`config.mk`:
```
export PLATFORM = sky130hd
export DESIGN_NAME = mcyc_seq
export DESIGN_NICKNAME = d
export VERILOG_FILES = /design/src/rtl/mcyc_pkg.sv /design/src/rtl/mcyc_lpsel.sv /design/src/rtl/mcyc_step.sv /design/src/rtl/mcyc_addr.sv /design/src/rtl/mcyc_seq.sv
export SDC_FILE = /design/constraint.sdc
export NUM_CORES = 1
export LEC_CHECK = 0
export BUFFER_PORTS_ARGS = -buffer_cell sky130_fd_sc_hd__buf_4
export CORE_MARGIN = 2
export CORE_UTILIZATION = 40
export DETAILED_ROUTE_END_ITERATION = 12
export PLACE_DENSITY_LB_ADDON = 0.3
export REMOVE_ABC_BUFFERS = 1
export SYNTH_ARGS = -nofsm -noshare
export SYNTH_HDL_FRONTEND = slang
export SYNTH_HIERARCHICAL = 1
export SYNTH_SLANG_ARGS = --single-unit
```
`constraint.sdc`:
```
create_clock -name clk -period 4.6 [get_ports clk]
set_input_delay 0.92 -clock clk [delete_from_list [all_inputs] [get_ports clk]]
set_output_delay 0.92 -clock clk [all_outputs]
set_load 0.005 [all_outputs]
```
`src/rtl/mcyc_pkg.sv`:
```
package mcyc_pkg;

    localparam int CTL_W   = 4;
    localparam int WORD_W  = 12;
    localparam int NTYPES  = 6;

    typedef struct packed {
        logic [CTL_W-1:0] ctl;
        logic [1:0]       amx;
        logic             last;
        logic             loop;
        logic             uta;
        logic             na;
        logic [1:0]       redo;
    } cw_t;

    typedef enum logic [2:0] {
        RQ_RD1 = 3'd0,
        RQ_RDB = 3'd1,
        RQ_WR1 = 3'd2,
        RQ_WRB = 3'd3,
        RQ_RFS = 3'd4,
        RQ_RUN = 3'd5
    } req_e;

    typedef enum logic [1:0] {
        SRC_TXN  = 2'b00,
        SRC_RSV  = 2'b01,
        SRC_ROW  = 2'b10,
        SRC_HOLD = 2'b11
    } asrc_e;

    typedef enum logic {
        ST_IDLE = 1'b0,
        ST_RUN  = 1'b1
    } st_e;

    function automatic logic type_ok(input logic [2:0] t);
        return t < 3'(NTYPES);
    endfunction

    function automatic logic word_illegal(input cw_t w);
        return (w.last && (w.redo != 2'd0)) || (w.amx == SRC_RSV);
    endfunction

endpackage

```
`src/rtl/mcyc_lpsel.sv`:
```
module mcyc_lpsel
    import mcyc_pkg::*;
#(
    parameter int LW = 4
) (
    input  logic [2:0]    req_type,
    input  logic [LW-1:0] rd_loop,
    input  logic [LW-1:0] wr_loop,
    input  logic [LW-1:0] tmr_loop,
    output logic [LW-1:0] loop_val
);
    always_comb begin
        case (req_type)
            RQ_WR1, RQ_WRB: loop_val = wr_loop;
            RQ_RFS:         loop_val = tmr_loop;
            default:        loop_val = rd_loop;
        endcase
    end
endmodule

```
`src/rtl/mcyc_step.sv`:
```
module mcyc_step
    import mcyc_pkg::*;
#(
    parameter int NW = 16,
    parameter int LW = 4,
    localparam int IW = $clog2(NW)
) (
    input  logic                  clk,
    input  logic                  rst,
    input  logic                  req_valid,
    input  logic [2:0]            req_type,
    input  logic [NTYPES*IW-1:0]  start_idx,
    input  logic [NW*WORD_W-1:0]  pattern,
    input  logic [LW-1:0]         loop_val,
    output logic                  accept,
    output logic                  busy,
    output cw_t                   cur_w,
    output logic                  done
);
    cw_t           pat   [NW];
    logic [IW-1:0] entry [8];

    for (genvar i = 0; i < NW; i++) begin : g_unpack
        assign pat[i] = cw_t'(pattern[i*WORD_W +: WORD_W]);
    end

    for (genvar t = 0; t < 8; t++) begin : g_entry
        if (t < NTYPES) begin : g_used
            assign entry[t] = start_idx[t*IW +: IW];
        end else begin : g_spare
            assign entry[t] = '0;
        end
    end

    st_e           state;
    logic [IW-1:0] idx;
    logic [IW-1:0] lstart;
    logic [1:0]    rep;
    logic [LW-1:0] lcnt;
    logic [LW-1:0] lval_q;
    logic          in_loop;
    logic          more;

    assign busy   = (state == ST_RUN);
    assign cur_w  = pat[idx];
    assign accept = (state == ST_IDLE) && req_valid && type_ok(req_type);
    assign more   = busy && (rep != cur_w.redo) && !cur_w.last;

    always_ff @(posedge clk) begin
        if (rst) begin
            state   <= ST_IDLE;
            idx     <= '0;
            lstart  <= '0;
            rep     <= '0;
            lcnt    <= '0;
            lval_q  <= '0;
            in_loop <= 1'b0;
            done    <= 1'b0;
        end else begin
            done <= 1'b0;
            if (accept) begin
                state   <= ST_RUN;
                idx     <= entry[req_type];
                rep     <= '0;
                in_loop <= 1'b0;
                lval_q  <= loop_val;
            end else if (busy) begin
                if (more) begin
                    rep <= rep + 2'd1;
                end else begin
                    rep <= '0;
                    if (cur_w.last) begin
                        state <= ST_IDLE;
                        done  <= 1'b1;
                    end else if (cur_w.loop) begin
                        if (!in_loop) begin
                            in_loop <= 1'b1;
                            lstart  <= idx;
                            lcnt    <= lval_q;
                            idx     <= idx + IW'(1);
                        end else if (idx == lstart) begin
                            idx <= idx + IW'(1);
                        end else if (lcnt != '0) begin
                            lcnt <= lcnt - LW'(1);
                            idx  <= lstart;
                        end else begin
                            in_loop <= 1'b0;
                            idx     <= idx + IW'(1);
                        end
                    end else begin
                        idx <= idx + IW'(1);
                    end
                end
            end
        end
    end

    // a repeating word holds its index and keeps the sequence running
    p_redo_hold_r2: assert property (@(posedge clk) disable iff (rst)
        more |=> busy && $stable(idx));

    // the final word ends the sequence with a done pulse
    p_last_end_r7: assert property (@(posedge clk) disable iff (rst)
        (busy && cur_w.last) |=> (!busy && done));

    // without an accepted request an idle sequencer stays idle
    p_idle_stay_r1: assert property (@(posedge clk) disable iff (rst)
        (!busy && !accept) |=> !busy);

    // done only follows an executing cycle
    p_done_after_run_r7: assert property (@(posedge clk) disable iff (rst)
        done |-> ($past(busy) && !busy));
endmodule

```
`src/rtl/mcyc_addr.sv`:
```
module mcyc_addr
    import mcyc_pkg::*;
#(
    parameter int AW      = 32,
    parameter int AM_BASE = 8
) (
    input  logic          clk,
    input  logic          rst,
    input  logic          accept,
    input  logic [AW-1:0] req_addr,
    input  logic          busy,
    input  cw_t           cur_w,
    input  logic [1:0]    am_sel,
    input  logic [AW-1:0] mar,
    output logic [AW-1:0] mem_addr
);
    localparam int ROW_W = 16;

    logic [AW-1:0]    base_q;
    logic [AW-1:0]    inc_q;
    logic [AW-1:0]    txn;
    logic [ROW_W-1:0] row;

    always_ff @(posedge clk) begin
        if (rst) begin
            base_q <= '0;
            inc_q  <= '0;
        end else if (accept) begin
            base_q <= req_addr;
            inc_q  <= '0;
        end else if (busy && cur_w.na) begin
            inc_q <= inc_q + AW'(1);
        end
    end

    assign txn = base_q + inc_q;
    assign row = ROW_W'(base_q >> (AM_BASE + int'(am_sel)));

    always_comb begin
        mem_addr = '0;
        if (busy) begin
            case (cur_w.amx)
                SRC_ROW:  mem_addr = {{(AW-ROW_W){1'b0}}, row};
                SRC_HOLD: mem_addr = mar;
                default:  mem_addr = txn;
            endcase
        end
    end

    // every execution cycle of an incrementing word advances the address
    p_na_step_r4: assert property (@(posedge clk) disable iff (rst)
        (busy && cur_w.na) |=> (inc_q == $past(inc_q) + AW'(1)));

    // row source keeps the upper address lines low
    p_row_upper_r9: assert property (@(posedge clk) disable iff (rst)
        (busy && cur_w.amx == SRC_ROW) |-> (mem_addr[AW-1:ROW_W] == '0));
endmodule

```
`src/rtl/mcyc_seq.sv`:
```
module mcyc_seq
    import mcyc_pkg::*;
#(
    parameter int AW      = 32,
    parameter int NW      = 16,
    parameter int LW      = 4,
    parameter int AM_BASE = 8,
    localparam int IW     = $clog2(NW)
) (
    input  logic                  clk,
    input  logic                  rst,
    input  logic                  req_valid,
    input  logic [2:0]            req_type,
    input  logic [AW-1:0]         req_addr,
    input  logic [NTYPES*IW-1:0]  start_idx,
    input  logic [NW*WORD_W-1:0]  pattern,
    input  logic [LW-1:0]         rd_loop,
    input  logic [LW-1:0]         wr_loop,
    input  logic [LW-1:0]         tmr_loop,
    input  logic [1:0]            am_sel,
    input  logic [AW-1:0]         mar,
    output logic                  busy,
    output logic [CTL_W-1:0]      mem_ctl,
    output logic                  ta,
    output logic [AW-1:0]         mem_addr,
    output logic                  cfg_err,
    output logic                  done
);
    logic [LW-1:0] loop_val;
    logic          accept;
    cw_t           cur_w;

    mcyc_lpsel #(.LW(LW)) u_lpsel (
        .req_type (req_type),
        .rd_loop  (rd_loop),
        .wr_loop  (wr_loop),
        .tmr_loop (tmr_loop),
        .loop_val (loop_val)
    );

    mcyc_step #(.NW(NW), .LW(LW)) u_step (
        .clk       (clk),
        .rst       (rst),
        .req_valid (req_valid),
        .req_type  (req_type),
        .start_idx (start_idx),
        .pattern   (pattern),
        .loop_val  (loop_val),
        .accept    (accept),
        .busy      (busy),
        .cur_w     (cur_w),
        .done      (done)
    );

    mcyc_addr #(.AW(AW), .AM_BASE(AM_BASE)) u_addr (
        .clk      (clk),
        .rst      (rst),
        .accept   (accept),
        .req_addr (req_addr),
        .busy     (busy),
        .cur_w    (cur_w),
        .am_sel   (am_sel),
        .mar      (mar),
        .mem_addr (mem_addr)
    );

    assign ta      = busy && cur_w.uta;
    assign mem_ctl = busy ? cur_w.ctl : '0;
    assign cfg_err = busy && word_illegal(cur_w);

    // acknowledge never appears outside a sequence
    p_ta_busy_r3: assert property (@(posedge clk) disable iff (rst)
        ta |-> busy);

    // idle outputs are quiet
    p_idle_quiet_r11: assert property (@(posedge clk) disable iff (rst)
        !busy |-> (mem_addr == '0 && !ta && !cfg_err && mem_ctl == '0));

    // a final word carrying a repeat count is flagged
    p_last_redo_err_r7: assert property (@(posedge clk) disable iff (rst)
        (busy && cur_w.last && cur_w.redo != 2'd0) |-> cfg_err);
endmodule

```
# == Word level (Yosys, flattened, before mapping) ==
# Index checks and enable logic that the tools add are counted.
# totals
input_bits,300
ff_bits,85
elab_cells,89
# classes
n_lt_le_gt_ge,3
reduce_logical,20
n_shift,1
n_mux,30
n_eq_ne,12
bitwise,7
n_addsub,6
# op_table
op,n
case mux 32 bit (2 select lines),1
two-way mux 4 bit,14
binary-select mux 12 bit (select 4 bit),1
adder 32 x 1 -> 32 bit (second input constant),1
adder 32 bit,1
two-way mux 32 bit,1
>> shifter 32 x 32 -> 16 bit,1
two-way mux 12 bit,2
binary-select mux 4 bit (select 3 bit),1
logical AND 1 bit,8
two-way mux 1 bit,8
inequality test 2 bit (second input constant),4
case mux 4 bit (2 select lines),1
AND reduction 7 bit,1
equality test 3 x 2 -> 1 bit (second input constant),2
AND reduction 6 bit,1
adder 4 x 2 -> 5 bit (first input constant),1
>= comparator 5 bit (second input constant),1
NOT 1 bit,5
NOT 4 -> 5 bit,1
adder 4 x 1 -> 4 bit (second input constant),1
equality test 2 bit (second input constant),2
equality test 4 bit,1
>= comparator 4 bit (second input constant),1
16 further kinds,18

# == Logic depth before layout (Yosys ltp) ==
# depth
depth_word,10
mapped_depth,15
depth_no_buf,11

# == Cells and area by module ==
# The synthesis kept the hierarchy.
# by_module_without_submodules
module,cells_each,n_inst,area_per_inst_um2
mcyc_addr,624,1,5099.9
mcyc_step,239,1,2837.7
mcyc_lpsel,18,1,137.6
mcyc_seq,8,1,53.8

# == Worst setup path before layout ==
# No wires, ideal clock.
# synth_timing
kind,reg2out
from,reg u_step.idx[0]
to,out mem_addr[0]
arrival_ns,3.215
stages_incl_launch_ff,11
path_buffers,6
path_slack_ns,0.465
required_ns,3.680
path_cell_list,dfxtp_1 -> buf_6 -> buf_6 -> buf_2 -> buf_2 -> mux4_2 -> mux4_2 -> clkbuf_1 -> clkbuf_1 -> mux2i_1 -> a211oi_1
# synth_lines
item,line_no,source
from (decl),mcyc_step.sv:36,logic [IW-1:0] idx;
from (signal assigned),mcyc_step.sv:63,idx <= entry[req_type];
from (signal assigned),mcyc_step.sv:80,idx <= idx + IW'(1);
from (signal assigned),mcyc_step.sv:82,idx <= idx + IW'(1);
to (decl),mcyc_seq.sv:25,"output logic [AW-1:0] mem_addr,"

==> flow_summary.html <==
<table>
<tr><th>Metric</th><th>Value</th></tr>
<tr><th colspan="2">Setup path</th></tr>
<tr><td>Worst Reg2Reg Path Length in Cells</td><td>8</td></tr>
<tr><td>Sort of element at the start of the critical path</td><td>flip-flop</td></tr>
<tr><td>Category of the critical setup timing path</td><td>reg2out</td></tr>
<tr><td>Capturing element type of the critical path</td><td>output port</td></tr>
<tr><td>CP arrival</td><td>3270 ps</td></tr>
<tr><td>Crit path required time</td><td>3680 ps</td></tr>
<tr><td>Highest fanout seen on the critical path</td><td>27</td></tr>
<tr><th colspan="2">Pwr</th></tr>
<tr><td>Power density over cell area</td><td>208 mW/mm^2</td></tr>
<tr><td>Max IR drop VDD</td><td>0.154 mV</td></tr>
<tr><td>Leakage</td><td>roughly 4.7 nW</td></tr>
<tr><th colspan="2">Clock network</th></tr>
<tr><td>H-tree Lvls</td><td>3</td></tr>
<tr><td>Clock tree from TritonCTS</td><td>yes</td></tr>
<tr><td>Clock Root Buffer</td><td>sky130_fd_sc_hd__clkbuf_16</td></tr>
<tr><td>Clock insertion delay at the later pin of the skew report</td><td>350 ps</td></tr>
<tr><td>Buffers inserted during post-CTS setup optimization</td><td>0</td></tr>
<tr><td>Quantity of hold-fixing buffers added after cts</td><td>0</td></tr>
<tr><td>Clock slew at reported path FFs</td><td>60 ps</td></tr>
<tr><td>Cts bufs inserted</td><td>9</td></tr>
<tr><td>Cells resized by post-CTS repair</td><td>0</td></tr>
<tr><td>Buffer levels on the longest clock path</td><td>2</td></tr>
<tr><td>Clock sink count</td><td>85</td></tr>
<tr><th colspan="2">Floorplan</th></tr>
<tr><td>Chip width</td><td>147 um</td></tr>
<tr><td>Core Footprint</td><td>0.0201 mm^2</td></tr>
<tr><td>Die Footprint</td><td>0.0215 mm^2</td></tr>
<tr><td>Count of pins on the block boundary</td><td>340</td></tr>
<tr><td>Number of core rows</td><td>52</td></tr>
<tr><td>Initial cell density of the core</td><td>0.404</td></tr>
<tr><td>Die Y</td><td>147 um</td></tr>
<tr><th colspan="2">GRT</th></tr>
<tr><td>Initial antenna violation count</td><td>2</td></tr>
<tr><td>Largest net degree at the start of global routing</td><td>53</td></tr>
<tr><td>Gr usage total</td><td>0.263</td></tr>
<tr><td>First-pass GRT wire length</td><td>44.5 mm</td></tr>
<tr><td>Vias in the first global route</td><td>8079</td></tr>
<tr><td>Sum of overflow across all layers after global routing</td><td>0</td></tr>
<tr><th colspan="2">STA</th></tr>
<tr><td>Number of max-slew violations in the final report</td><td>0</td></tr>
<tr><td>Setup repair after global routing missed its margin</td><td>false</td></tr>
<tr><td>Worst slew margin relative to its limit</td><td>0.544</td></tr>
<tr><td>Final count of hold timing violations</td><td>0</td></tr>
<tr><td>Worst Setup Slack, final</td><td>roughly 410 ps</td></tr>
<tr><td># setup viols final</td><td>0</td></tr>
<tr><td>Period utilization</td><td>0.912</td></tr>
<tr><td>Worst Tran Pin Value</td><td>683 ps</td></tr>
<tr><td>Total negative slack</td><td>0 ps</td></tr>
<tr><td>Maximum achievable frequency</td><td>238 MHz</td></tr>
<tr><td>Worst clock skew</td><td>roughly 7.0 ps</td></tr>
<tr><td>Shortest clock period the worst path allows after layout</td><td>4190 ps</td></tr>
<tr><th colspan="2">Detailed routing</th></tr>
<tr><td>Sum of routed wire length over all layers</td><td>28.4 mm</td></tr>
<tr><td>Post-route DRC</td><td>0</td></tr>
<tr><td>Violation count after the first detailed-routing iteration</td><td>609</td></tr>
<tr><td>Total number of vias</td><td>8227</td></tr>
<tr><td>Number of antenna-violating nets in the routed design</td><td>0</td></tr>
<tr><td>Routed WL per cell</td><td>19.3 um</td></tr>
<tr><td>Via density per instance</td><td>5.58</td></tr>
<tr><td>Iteration count of the initial detailed-routing pass</td><td>5</td></tr>
<tr><th colspan="2">Logic synthesis</th></tr>
<tr><td>Fraction of synthesis flops using an asynchronous set or reset pin</td><td>0</td></tr>
<tr><td>Sequential share of the synthesized area</td><td>0.209</td></tr>
<tr><td>Number of synthesis warnings</td><td>6</td></tr>
<tr><td>Netlist area before placement</td><td>0.00813 mm^2</td></tr>
<tr><td>Post-Synthesis Cells</td><td>between 800 and 900</td></tr>
<tr><td>Syn_area_per_cell</td><td>9.14 um^2</td></tr>
<tr><td>Count of flip-flops with a built-in enable after synthesis</td><td>0</td></tr>
<tr><td>Dominant register cell in the synthesized netlist</td><td>sky130_fd_sc_hd__dfxtp_1</td></tr>
<tr><td>Total of flip-flops plus latches after synthesis</td><td>85</td></tr>
<tr><td>Synth cell types</td><td>75</td></tr>
<tr><th colspan="2">Layout</th></tr>
<tr><td>Fraction of final layout cells with drive strength greater than 1</td><td>0.403</td></tr>
<tr><td>Final instance count without filler cells</td><td>1474</td></tr>
<tr><td>Layout Nets</td><td>about 1500</td></tr>
<tr><td>Post-synthesis to final-layout area growth</td><td>37.4%</td></tr>
<tr><th colspan="2">Hold path</th></tr>
<tr><td>Type of the worst min-delay path</td><td>reg2reg</td></tr>
<tr><td>Cell depth of the worst min-delay path</td><td>2</td></tr>
<tr><th colspan="2">Flow run</th></tr>
<tr><td>Max_cap viols</td><td>0</td></tr>
<tr><th colspan="2">Outcome</th></tr>
<tr><td>Outcome</td><td>finished, final reports clean</td></tr>
<tr><th colspan="2">Place</th></tr>
<tr><td>Port bufs</td><td>339</td></tr>
<tr><td>Number of cells in the design after placement</td><td>1457</td></tr>
<tr><td>Final estimated routing congestion in global placement</td><td>0.924</td></tr>
<tr><td>Worst Setup Slack post-DPL</td><td>548 ps</td></tr>
<tr><td>Dpl hpwl</td><td>~23 mm</td></tr>
</table>
==> worst paths after layout <==
path | end | slack, ps | start
max | mem_addr[31] | 410 | u_step/idx[0]
min | u_step/lval_q[1] | 470 | u_step/lval_q[1]
max reg2reg | u_step/lstart[3] | 1160 | u_step/idx[0]
min reg2reg | u_step/lval_q[1] | 470 | u_step/lval_q[1]
==> logic make-up (layout without fill, tap and decap cells) <==
family	Yosys count	count (layout)	synth area share
other	0	1	0
AND/OR/NAND/NOR	301	301	0.177
multiplexers	154	154	0.312
AO/OA/AOI/OAI	177	177	0.139
flip-flops	85	85	0.209
XOR/XNOR	63	63	0.0679
adder cells (fa/ha/maj)	35	35	0.0548
buffers and inverters	74	388	0.0403
==> where the power goes <==
part	total, W	switching [W]	internal [W]
Clock	0.000745	0.000308	0.000437
Combinational	0.000772	0.000329	0.000444
Sequential	0.000811	0.0000497	0.000762
==> cells in the final DEF (no fill, tap or decap), types with 7 or more instances in the layout <==
| cell | count |
|---|---|
| sky130_fd_sc_hd__buf_4 | 353 |
| sky130_fd_sc_hd__a21oi_1 | 60 |
| sky130_fd_sc_hd__and3_1 | 10 |
| sky130_fd_sc_hd__mux2_2 | 9 |
| sky130_fd_sc_hd__nand3_1 | 25 |
| sky130_fd_sc_hd__ha_1 | 34 |
| sky130_fd_sc_hd__or3_1 | 7 |
| sky130_fd_sc_hd__o21ai_1 | 11 |
| sky130_fd_sc_hd__nand2b_1 | 13 |
| sky130_fd_sc_hd__dfxtp_1 | 83 |
| sky130_fd_sc_hd__a31oi_1 | 8 |
| sky130_fd_sc_hd__o21ai_0 | 39 |
| sky130_fd_sc_hd__clkbuf_16 | 9 |
| sky130_fd_sc_hd__nor2_1 | 109 |
| sky130_fd_sc_hd__a21o_1 | 8 |
| sky130_fd_sc_hd__inv_1 | 18 |
| sky130_fd_sc_hd__mux4_2 | 77 |
| sky130_fd_sc_hd__nand2_1 | 74 |
| sky130_fd_sc_hd__a211oi_1 | 10 |
| sky130_fd_sc_hd__xnor2_1 | 25 |
| sky130_fd_sc_hd__xor2_1 | 38 |
| sky130_fd_sc_hd__nand4_1 | 18 |
| sky130_fd_sc_hd__nor3_1 | 10 |
| sky130_fd_sc_hd__mux2i_1 | 66 |
==> sequential cells by signal (all words and copies together), names as in the netlist <==
signal          cells
u_step/lcnt         4
u_step/rep          2
u_step/busy         1
u_addr/inc_q       32
u_step/done         1
u_step/in_loop      1
u_addr/base_q      32
u_step/lstart       4
u_step/idx          4
u_step/lval_q       4
==> critical path, cell delays in order (launching register included) <==
cell	delay (ps)
sky130_fd_sc_hd__dfxtp_4	660
sky130_fd_sc_hd__mux4_2	570
sky130_fd_sc_hd__mux4_2	690
sky130_fd_sc_hd__and3_1	460
sky130_fd_sc_hd__a21oi_1	230
sky130_fd_sc_hd__nand3_1	120
sky130_fd_sc_hd__buf_4	160
==> cell type report <==
cell class              instances  area, um^2
repair buffers                353        2650
inverters                      19        71.3
flip-flops and latches         85        1710
clock buffers                  11         243
fillers                      1832        8930
clock inverters                 5        60.1
diodes                          1        2.50
multi-input cells             730        6100
well taps                     270         338
==> through the flow <==
| step | hold WS (ps) | area [um^2] | utilization | power [W] |
|---|---|---|---|---|
| finish | 468 | 11200 | 0.556 | 0.00233 |
| global route | 502 | 11200 | 0.556 | 0.00244 |
| CTS | 469 | 11200 | 0.556 | 0.00234 |
| detailed placement | 459 | 10900 | 0.540 | 0.00159 |
| global placement | 451 | 10900 | 0.540 | 0.00158 |
| floorplan | 431 | 7870 | - | 0.00122 |
==> cell usage after synthesis (all sizes together), types with 5 or more instances <==
cell / count / area, um^2
nor2: 110 / 415
a211oi: 11 / 95.1
ha: 34 / 425
mux2: 10 / 116
or3: 7 / 43.8
clkbuf: 35 / 131
nor2b: 5 / 31.3
nand4: 19 / 125
and3: 10 / 62.6
xnor2: 25 / 219
xor2: 38 / 333
nand2b: 13 / 81.3
mux4: 77 / 1730
nand3: 27 / 153
mux2i: 67 / 683
and2: 10 / 68.8
nand2: 75 / 284
inv: 18 / 67.6
a21o: 8 / 60.1
dfxtp: 85 / 1700
a31oi: 9 / 62.6
buf: 20 / 125
o21ai: 51 / 259
a21oi: 62 / 325
nor3: 11 / 66.3
==> routing by layer <==
layer	vias up	track usage	part of all wire
li1	3935	-	-
met2	338	0.406	0.44
met5	-	0	0.00046
met1	3912	0.361	0.45
met4	2	0.0607	0.016
met3	40	0.0847	0.089
Power figures use the tool's default switching activity.
